File: src/rtl/txbuf_pkg.sv
package txbuf_pkg;
   localparam int unsigned STAT_W    = 8;
   localparam int unsigned EMPTY_POS = 7;
   localparam int unsigned END_POS   = 6;
   localparam int unsigned AUX_W     = STAT_W - 2;
endpackage

File: src/rtl/txbuf_flag.sv
module txbuf_flag (
   input  logic clk,
   input  logic rst_n,
   input  logic hw_set,
   input  logic data_clr,
   input  logic rd_strobe,
   input  logic wr_strobe,
   input  logic wr_bit,
   output logic q
);
   logic armed_q;
   logic sw_clr;

   assign sw_clr = wr_strobe & ~wr_bit & armed_q;

   always_ff @(posedge clk or negedge rst_n) begin
      if (!rst_n) begin
         q       <= 1'b0;
         armed_q <= 1'b0;
      end else begin
         // a set event has priority over either kind of clear
         q <= hw_set | (q & ~(data_clr | sw_clr));
         if (!q)
            armed_q <= 1'b0;
         else if (rd_strobe)
            armed_q <= 1'b1;
         else if (wr_strobe)
            armed_q <= 1'b0;
      end
   end
endmodule

File: src/rtl/txbuf_hold.sv
module txbuf_hold #(
   parameter int unsigned DATA_W = 8
) (
   input  logic              clk,
   input  logic              rst_n,
   input  logic              wr,
   input  logic [DATA_W-1:0] wdata,
   input  logic              load_req,
   output logic              full,
   output logic              load_fire,
   output logic [DATA_W-1:0] shift_data
);
   logic [DATA_W-1:0] hold_q;

   assign load_fire = load_req & full;

   always_ff @(posedge clk or negedge rst_n) begin
      if (!rst_n) begin
         hold_q     <= '0;
         full       <= 1'b0;
         shift_data <= '0;
      end else begin
         if (load_fire)
            shift_data <= hold_q;
         if (wr) begin
            hold_q <= wdata;
            full   <= 1'b1;
         end else if (load_fire) begin
            full   <= 1'b0;
         end
      end
   end
endmodule

File: src/rtl/txbuf_end_src.sv
module txbuf_end_src #(
   parameter bit SYNC_FMT_EN = 1'b1
) (
   input  logic fmt_sync,
   input  logic ninth_rise,
   input  logic last_bit,
   input  logic empty,
   output logic set
);
   generate
      if (SYNC_FMT_EN) begin : g_dual
         assign set = fmt_sync ? last_bit : (ninth_rise & empty);
      end else begin : g_bus_only
         logic unused_sync;
         assign unused_sync = fmt_sync ^ last_bit;
         assign set = ninth_rise & empty;
      end
   endgenerate
endmodule

File: src/rtl/txbuf_status.sv
module txbuf_status
   import txbuf_pkg::*;
#(
   parameter int unsigned DATA_W      = 8,
   parameter bit          SYNC_FMT_EN = 1'b1
) (
   input  logic              clk,
   input  logic              rst_n,
   input  logic              cpu_rd,
   input  logic              cpu_wr,
   input  logic [7:0]        cpu_wdata,
   output logic [7:0]        cpu_rdata,
   input  logic [5:0]        aux_flags,
   input  logic              hold_wr,
   input  logic [DATA_W-1:0] hold_wdata,
   input  logic              bus_start,
   input  logic              bus_ninth_rise,
   input  logic              bus_last_bit,
   input  logic              bus_load_req,
   input  logic              tx_mode,
   input  logic              slv_rx2tx,
   input  logic              fmt_sync,
   output logic              hold_full,
   output logic              shift_load,
   output logic [DATA_W-1:0] shift_data
);
   generate
      if (DATA_W < 1) begin : g_bad_width
         $error("txbuf_status: DATA_W must be at least 1");
      end
      if (STAT_W != 8 || AUX_W != 6) begin : g_bad_stat
         $error("txbuf_status: status layout must be 8 bits with 6 aux bits");
      end
   endgenerate

   logic tx_mode_q;
   logic tx_rise;
   logic empty_q, end_q;
   logic empty_set, end_set;
   logic load_fire;
   logic unused_wbits;

   assign unused_wbits = ^cpu_wdata[AUX_W-1:0];

   always_ff @(posedge clk or negedge rst_n) begin
      if (!rst_n) tx_mode_q <= 1'b0;
      else        tx_mode_q <= tx_mode;
   end
   assign tx_rise = tx_mode & ~tx_mode_q;

   txbuf_hold #(.DATA_W(DATA_W)) u_hold (
      .clk        (clk),
      .rst_n      (rst_n),
      .wr         (hold_wr),
      .wdata      (hold_wdata),
      .load_req   (bus_load_req),
      .full       (hold_full),
      .load_fire  (load_fire),
      .shift_data (shift_data)
   );
   assign shift_load = load_fire;

   // a load that coincides with a new write leaves the buffer full
   assign empty_set = (load_fire & ~hold_wr) | bus_start | tx_rise | slv_rx2tx;

   txbuf_end_src #(.SYNC_FMT_EN(SYNC_FMT_EN)) u_end_src (
      .fmt_sync   (fmt_sync),
      .ninth_rise (bus_ninth_rise),
      .last_bit   (bus_last_bit),
      .empty      (empty_q),
      .set        (end_set)
   );

   txbuf_flag u_empty (
      .clk       (clk),
      .rst_n     (rst_n),
      .hw_set    (empty_set),
      .data_clr  (hold_wr),
      .rd_strobe (cpu_rd),
      .wr_strobe (cpu_wr),
      .wr_bit    (cpu_wdata[EMPTY_POS]),
      .q         (empty_q)
   );

   txbuf_flag u_end (
      .clk       (clk),
      .rst_n     (rst_n),
      .hw_set    (end_set),
      .data_clr  (hold_wr),
      .rd_strobe (cpu_rd),
      .wr_strobe (cpu_wr),
      .wr_bit    (cpu_wdata[END_POS]),
      .q         (end_q)
   );

   assign cpu_rdata = {empty_q, end_q, aux_flags};
endmodule

File: config.mk
export PLATFORM = sky130hd
export DESIGN_NAME = txbuf_status
export DESIGN_NICKNAME = d
export VERILOG_FILES = /design/src/rtl/txbuf_pkg.sv /design/src/rtl/txbuf_flag.sv /design/src/rtl/txbuf_hold.sv /design/src/rtl/txbuf_end_src.sv /design/src/rtl/txbuf_status.sv
export SDC_FILE = /design/constraint.sdc
export NUM_CORES = 1
export LEC_CHECK = 0
export BUFFER_PORTS_ARGS = -buffer_cell sky130_fd_sc_hd__clkbuf_2
export CORE_AREA = 5 5 52 54
export DETAILED_ROUTE_END_ITERATION = 7
export DIE_AREA = 0 0 57 59
export GPL_TIMING_DRIVEN = 0
export PLACE_DENSITY = 0.9
export RECOVER_POWER = 50
export SETUP_SLACK_MARGIN = 0.2
export SYNTH_ARGS = -nofsm -noshare
export SYNTH_HDL_FRONTEND = slang
export SYNTH_SLANG_ARGS = --single-unit
File: constraint.sdc
create_clock -name clk -period 1.5 [get_ports clk]
set_input_delay 0 -clock clk [delete_from_list [all_inputs] [get_ports clk]]
set_output_delay 0 -clock clk [all_outputs]
set_load 0.02 [all_outputs]
==> flow_summary_export.csv, run 1 <==
group,metric,value,unit
run_status,status,"finished clean",
logic_synthesis,yosys.area.top_type,"dfrtp_1",
logic_synthesis,synth_area,918,sq um
clocking,post_cts_buffers,0,
timing,final-max-slew-violation-count,0,
logic_synthesis,netlist-cell-type-count,17,
placement,gp_congestion,0.755,
grt,gr-usage-all-layers,13.6,%
detailed_routing,dr.pass1.iters,1,
timing,max-slew-margin-rel,63.6,%
clocking,cts_num_sinks,22,
timing,timing.fmax,876,MHz
worst_hold_path,min_from,"cpu_wr",
pwr,ir_worst_vdd,767,uV
logic_synthesis,synthTopCellsByCount,"dfrtp_1, mux2_2, buf_4",
logic_synthesis,synth_area_leaders,"dfrtp_1, mux2_2, buf_4, nand3b_1, mux2_4",
detailed_routing,drt_iter0_drc,0,
critical_path,worstPathMaxFanout,8,
logic_synthesis,synth-seq-area-share,59.9,%
final_layout,nets,161,
placement,hpwl,1.48,mm
floorplan,die_width,57,microns
critical_path,endpoint_kind,"output port",
floorplan,initial_core_util,42.3,%
logic_synthesis,synth_edf_count,0,
job,drv_cap,0,
placement,postPlaceCellArea,1150,sq um
clocking,path_clk_slew,0.13,ns
logic_synthesis,postSynthAreaPerCell,14.1,sq um
clocking,cts_htree_levels,1,
worst_hold_path,hold-path-endpoint,"u_empty.armed_q$_DFFE_PN0P_",
timing,finalHoldViolations,0,
critical_path,critPathKind,"reg -> out",
placement,port_buffers,39,
detailed_routing,route.vias.total,712,
timing,fin_crit_sh,76.1,%
clocking,clock_insertion_delay_worst_skew,0.30,ns
pwr,p_leak,0.655,nW
logic_synthesis,syn_inst,65,
timing,tns,0,ns
timing,finalSetupViolations,0,
detailed_routing,drc,0,
critical_path,r2r_cells,2,
worst_hold_path,holdPathStages,3,
detailed_routing,wl,2.17,mm
logic_synthesis,synth_top_area_share,59.9,%
timing,fin_crit,1.14,ns
detailed_routing,drtAntennaViolNets,0,
detailed_routing,wl_per_cell,14.1,microns
detailed_routing,vias_per_cell,4.62,
pwr,power,0.00138,W
logic_synthesis,synth_fp_nets,99,
clocking,clock_path_buffers,2,
critical_path,rr_startpoint,"u_hold.full$_DFFE_PN0P_",
grt,antenna_found_initial,0,
logic_synthesis,synth.ff_latch_count,22,
timing,rsz0062_at_grt,"false",
final_layout,drive_above_1_share,50.0,%
grt,gr-total-overflow,0,
final_layout,multi_input_area,285,sq um
critical_path,crit_path_start_kind,"register",
logic_synthesis,yosysMostFrequentCell,"dfrtp_1",
final_layout,n_antenna_cell,0,
logic_synthesis,ys_async_sr_fraction,100,%
grt,grt_pass1_vias,794,
pwr,power_density,1020,nW/um^2
final_layout,area.growth.synth_to_final,47.7,%
critical_path,crit_arrival,1.14,ns
critical_path,reg2reg_slack,0.44,ns
clocking,cts-root-buf,"clkbuf_4",
floorplan,die_h,59,microns
floorplan,coreArea,2170,sq um
timing,finClkSkew,0.00912,ns
grt,grt_pass1_wl,3.50,mm
final_layout,utilization,62.5,%
logic_synthesis,synthFlopType,"dfrtp_1",
floorplan,dieArea,3360,sq um
clocking,cts_tree,"done",
timing,tightest_slew,0.545,ns
logic_synthesis,yosys_warnings,0,
critical_path,crit_required,1.50,ns
worst_hold_path,min_path_type,"in -> reg",
final_layout,fillers,179,
floorplan,rows,17,
floorplan,ios,52,
final_layout,stdcell_area,1360,sq um
timing,whs,0.0552,ns
clocking,numCtsBuffers,3,
final_layout,register_area,551,sq um
critical_path,r2r_end,"u_hold.shift_data[3]$_DFFE_PN0P_",
grt,grt_max_degree,23,
worst max-delay path by stage:
stage | start | slack, ns | end | cells past startpoint
detailed placement | u_hold.full$_DFFE_PN0P_ | 0.47 | u_hold.shift_data[0]$_DFFE_PN0P_ | 3
global route | u_hold.full$_DFFE_PN0P_ | 0.29 | shift_load | 3
global placement | u_hold.full$_DFFE_PN0P_ | 0.48 | u_hold.shift_data[0]$_DFFE_PN0P_ | 3
CTS | u_end.armed_q$_DFFE_PN0P_ | 0.23 | u_end.q$_DFF_PN0_ | 4
floorplan | u_hold.full$_DFFE_PN0P_ | 0.33 | u_hold.shift_data[0]$_DFFE_PN0P_ | 3
finish | u_hold.full$_DFFE_PN0P_ | 0.36 | shift_load | 3
through the flow:
stage / instances / setup WS, ns
after floorplan: 65 / 0.326
after CTS: 153 / 0.234
after detailed placement: 132 / 0.468
after global routing: 154 / 0.292
final: 154 / 0.359
after global placement: 132 / 0.483
layer usage:
metal / share of wire, % / vias to the layer above / global-route usage (%)
li1: - / 335 / -
met1: 37 / 340 / 13.9
met2: 51 / 37 / 25.3
met3: 12 / 0 / 5.01
met4: 0 / 0 / 4.97
met5: 0 / - / 0
worst max-delay path: stages, from the launching register on:
cell and delay [ns]:
dfrtp_1 0.45, nand2_4 0.12, inv_2 0.09, clkbuf_2 0.17
power by group:
part / switching (W) / internal (W) / total [W]
Combinational: 0.000168 / 0.000174 / 0.000343
Sequential: 0.0000444 / 0.000670 / 0.000714
Clock: 0.000176 / 0.000148 / 0.000324
Total: 0.000389 / 0.000992 / 0.00138
kinds of logic after synthesis:
group | after synthesis | share of synthesized area, %
AOI/OAI and AO/OA | 7 | 5.18
DFF | 22 | 59.9
muxes | 16 | 20.0
and+or+nand+nor | 8 | 5.86
buffers and inverters | 12 | 8.99
final cells by class:
class                   count  share of cell area [%]
flip-flops and latches     22                    40.6
clock buffers               4                    2.68
repair buffers             57                    27.0
well taps                  28                    2.58
multi-input cells          31                    21.0
plain buffers               9                    5.26
inverters                   3                   0.830
sequential cells by signal (all words and copies together) (netlist names):
signal	flops
tx_mode_q	1
u_empty.armed_q	1
u_empty.q	1
u_end.armed_q	1
u_end.q	1
u_hold.full	1
u_hold.hold_q	8
u_hold.shift_data	8
cell usage in the layout, fill, tap and decap left out, drive strengths merged:
master	instances
a21o	1
o21a	2
dlygate4sd3	18
nand3b	3
o21ai	1
a21oi	1
clkbuf	43
nand2	3
o211ai	1
mux2	16
inv	3
nor2b	2
a211oi	1
buf	9
dfrtp	22
repair_timing:
item,4_1_cts,5_1_grt
resized for setup,0,0
endpoints found under the hold margin,36,1
setup endpoints to repair,0,1
hold buffers,17,2
No activity file was read; power rests on OpenSTA's default activity.
==> run 2: changes to the inputs <==
--- a/config.mk
+++ b/config.mk
@@ -5,12 +5,13 @@
 export SDC_FILE = /design/constraint.sdc
 export NUM_CORES = 1
 export LEC_CHECK = 0
+export ABC_AREA = 1
 export BUFFER_PORTS_ARGS = -buffer_cell sky130_fd_sc_hd__clkbuf_2
-export CORE_AREA = 5 5 52 54
+export CORE_AREA = 5 5 54 56
 export DETAILED_ROUTE_END_ITERATION = 7
-export DIE_AREA = 0 0 57 59
+export DIE_AREA = 0 0 59 61
 export GPL_TIMING_DRIVEN = 0
-export PLACE_DENSITY = 0.9
+export PLACE_DENSITY = 0.86
 export RECOVER_POWER = 50
 export SETUP_SLACK_MARGIN = 0.2
 export SYNTH_ARGS = -nofsm -noshare
==> constraint.sdc (replaced) <==
create_clock -name clk -period 1.1 [get_ports clk]
set_input_delay 0 -clock clk [delete_from_list [all_inputs] [get_ports clk]]
set_output_delay 0 -clock clk [all_outputs]
set_load 0.02 [all_outputs]
==> run 2 against run 1 <==
  * Via count is 23% higher
  * Register-to-register slack worse by 0.36 ns
  * Global-route usage is 0.28 points higher
  * Critical path type unchanged
  * Largest cell class is now buffers
  * Highest routed layer is now met4
==> flow_summary_export.csv, run 2 <==
group,metric,value,unit
timing,whs,0.00583,ns
clocking,cts_num_sinks,22,
final_layout,top_regs,"u_hold.hold_q x8, u_hold.shift_data x8",
detailed_routing,drt_iter0_drc,36,
logic_synthesis,netlist-cell-type-count,13,
grt,antenna_found_initial,0,
clocking,path_clk_slew,0.11,ns
clocking,clock_insertion_delay_worst_skew,0.29,ns
critical_path,worstPathMaxFanout,2,
logic_synthesis,ys_async_sr_fraction,100,%
logic_synthesis,yosysMostFrequentCell,"nand2_1",
final_layout,drive_above_1_share,42.3,%
floorplan,ios,52,
timing,fin_crit,1.07,ns
timing,final-max-slew-violation-count,0,
pwr,power_density,1200,nW/um^2
logic_synthesis,synthTopCellsByCount,"nand2_1, dfrtp_1, inv_1",
final_layout,layout_commonest_cell,"clkbuf_2",
detailed_routing,drtAntennaViolNets,0,
floorplan,dieArea,3600,sq um
logic_synthesis,synth_area,952,sq um
clocking,cts_tree,"done",
timing,timing.fmax,939,MHz
pwr,p_leak,0.795,nW
detailed_routing,wl,2.42,mm
floorplan,die_width,59,microns
logic_synthesis,syn_inst,100,
logic_synthesis,synth-seq-area-share,57.8,%
logic_synthesis,postSynthAreaPerCell,9.52,sq um
logic_synthesis,synth_fp_nets,134,
timing,fin_crit_sh,96.8,%
detailed_routing,vias_per_cell,4.43,
pwr,ir_worst_vdd,867,uV
final_layout,fillers,196,
timing,finClkSkew,0.00840,ns
timing,max-slew-margin-rel,64.9,%
final_layout,n_antenna_cell,0,
logic_synthesis,synth_edf_count,0,
logic_synthesis,yosys_warnings,0,
placement,hpwl,1.60,mm
final_layout,register_area,552,sq um
detailed_routing,dr.pass1.iters,4,
timing,finalHoldViolations,0,
clocking,numCtsBuffers,3,
critical_path,crit_arrival,1.07,ns
critical_path,cp_slowest_cell,"dfrtp_2",
grt,grt_max_degree,23,
timing,finalSetupViolations,0,
run_status,status,"finished clean",
placement,gp_congestion,0.838,
detailed_routing,route.vias.total,878,
grt,grt_pass1_vias,864,
grt,gr-usage-all-layers,13.9,%
logic_synthesis,synthFlopType,"dfrtp_1",
logic_synthesis,synth_top_area_share,57.8,%
job,drv_cap,0,
final_layout,mostFrequentLayoutCells,"clkbuf_2, nand2_1, dfrtp_1, dlygate4sd3_1, buf_4",
logic_synthesis,synth.ff_latch_count,22,
critical_path,crit_required,1.10,ns
grt,gr-total-overflow,0,
floorplan,coreArea,2390,sq um
critical_path,critPathKind,"reg -> out",
logic_synthesis,yosys.area.top_type,"dfrtp_1",
final_layout,area.growth.synth_to_final,61.1,%
detailed_routing,wl_per_cell,12.2,microns
grt,grt_pass1_wl,3.71,mm
timing,tightest_slew,0.526,ns
critical_path,crit_path_frequent_cell,"buf_8",
clocking,cts_htree_levels,1,
timing,rsz0062_at_grt,"true",
clocking,clock_path_buffers,2,
logic_synthesis,synth_area_leaders,"dfrtp_1, nand2_1, o21ai_2, buf_4, inv_1",
floorplan,die_h,61,microns
placement,port_buffers,39,
critical_path,endpoint_kind,"output port",
clocking,cts-root-buf,"clkbuf_4",
critical_path,path_buf_inv,3,
pwr,power,0.00184,W
final_layout,nets,203,
floorplan,rows,18,
floorplan,initial_core_util,39.9,%
final_layout,multi_input_area,297,sq um
critical_path,critical_path.max_stage_delay,0.45,ns
critical_path,crit_path_cell_trace,"nand2_4, buf_8, inv_4, buf_8",
worst_hold_path,min_path_type,"in -> reg",
detailed_routing,drc,0,
critical_path,crit_path_start_kind,"register",
critical_path,critical-path-top-delay-family,"flip-flops",
run 2: metal layers:
metal	GRT usage, %	vias up	wire length, microns
met3	2.98	2	200
met4	4.85	0	8
met5	0	-	0
met2	25.9	31	1290
met1	15.6	406	929
li1	-	439	-
run 2: final timing paths:
kind / slack, ns / startpoint / end / depth (start not counted)
worst max-delay path: 0.03 / u_hold.full$_DFFE_PN0P_ / shift_load / 4
worst min-delay path: 0.006 / cpu_wr / u_empty.armed_q$_DFFE_PN0P_ / 4
worst max register to register: 0.08 / u_hold.full$_DFFE_PN0P_ / u_empty.q$_DFF_PN0_ / 5
worst min register to register: 0.50 / u_hold.shift_data[6]$_DFFE_PN0P_ / u_hold.shift_data[6]$_DFFE_PN0P_ / 2
max in group asynchronous: 0.53 / rst_n / u_hold.full$_DFFE_PN0P_ / 2
min in group asynchronous: 0.20 / rst_n / u_hold.shift_data[2]$_DFFE_PN0P_ / 2
run 2: cell type report:
type,count,area share (%)
sequential,22,36.0
timing repair buffer,64,30.8
multi-input combinational,53,19.3
buffer,10,5.87
inverter,15,3.83
tap,30,2.45
clock buffer,4,1.71
run 2: timing repair:
item | CTS | global route
hold buffers | 16 | 0
resized for setup | 10 | 21
cloned | 0 | 0
pin swaps | 1 | 3
endpoints found under the hold margin | 36 | 0
buffers inserted | 5 | 4
endpoints found under the setup margin | 12 | 18
run 2: logic make-up after synthesis:
kind of cell / share of synthesized area, %
buf+inv: 14.2
flops: 57.8
compound gates: 14.2
simple gates: 13.8
run 2: worst min-delay path: stages:
cell	delay (ns)
clkbuf_2	0.08
inv_1	0.06
nand2_1	0.07
a21boi_2	0.05
run 2: through the flow:
step                      std cells  worst slack (ns)  util (%)  TNS [ns]  cell area, sq um
after floorplan                 100             0.206         -         0               965
after global placement          169             0.200      50.2         0              1200
after detailed placement        169             0.184      50.2         0              1200
after CTS                       194            0.0258      61.2         0              1460
after global routing            198           -0.0227      64.3   -0.0227              1530
final                           198            0.0349      64.3         0              1530
run 2: power breakdown:
part | switching, W | total (W) | internal (W)
Combinational | 0.000277 | 0.000544 | 0.000267
Sequential | 0.0000435 | 0.000939 | 0.000895
Clock | 0.000215 | 0.000356 | 0.000141
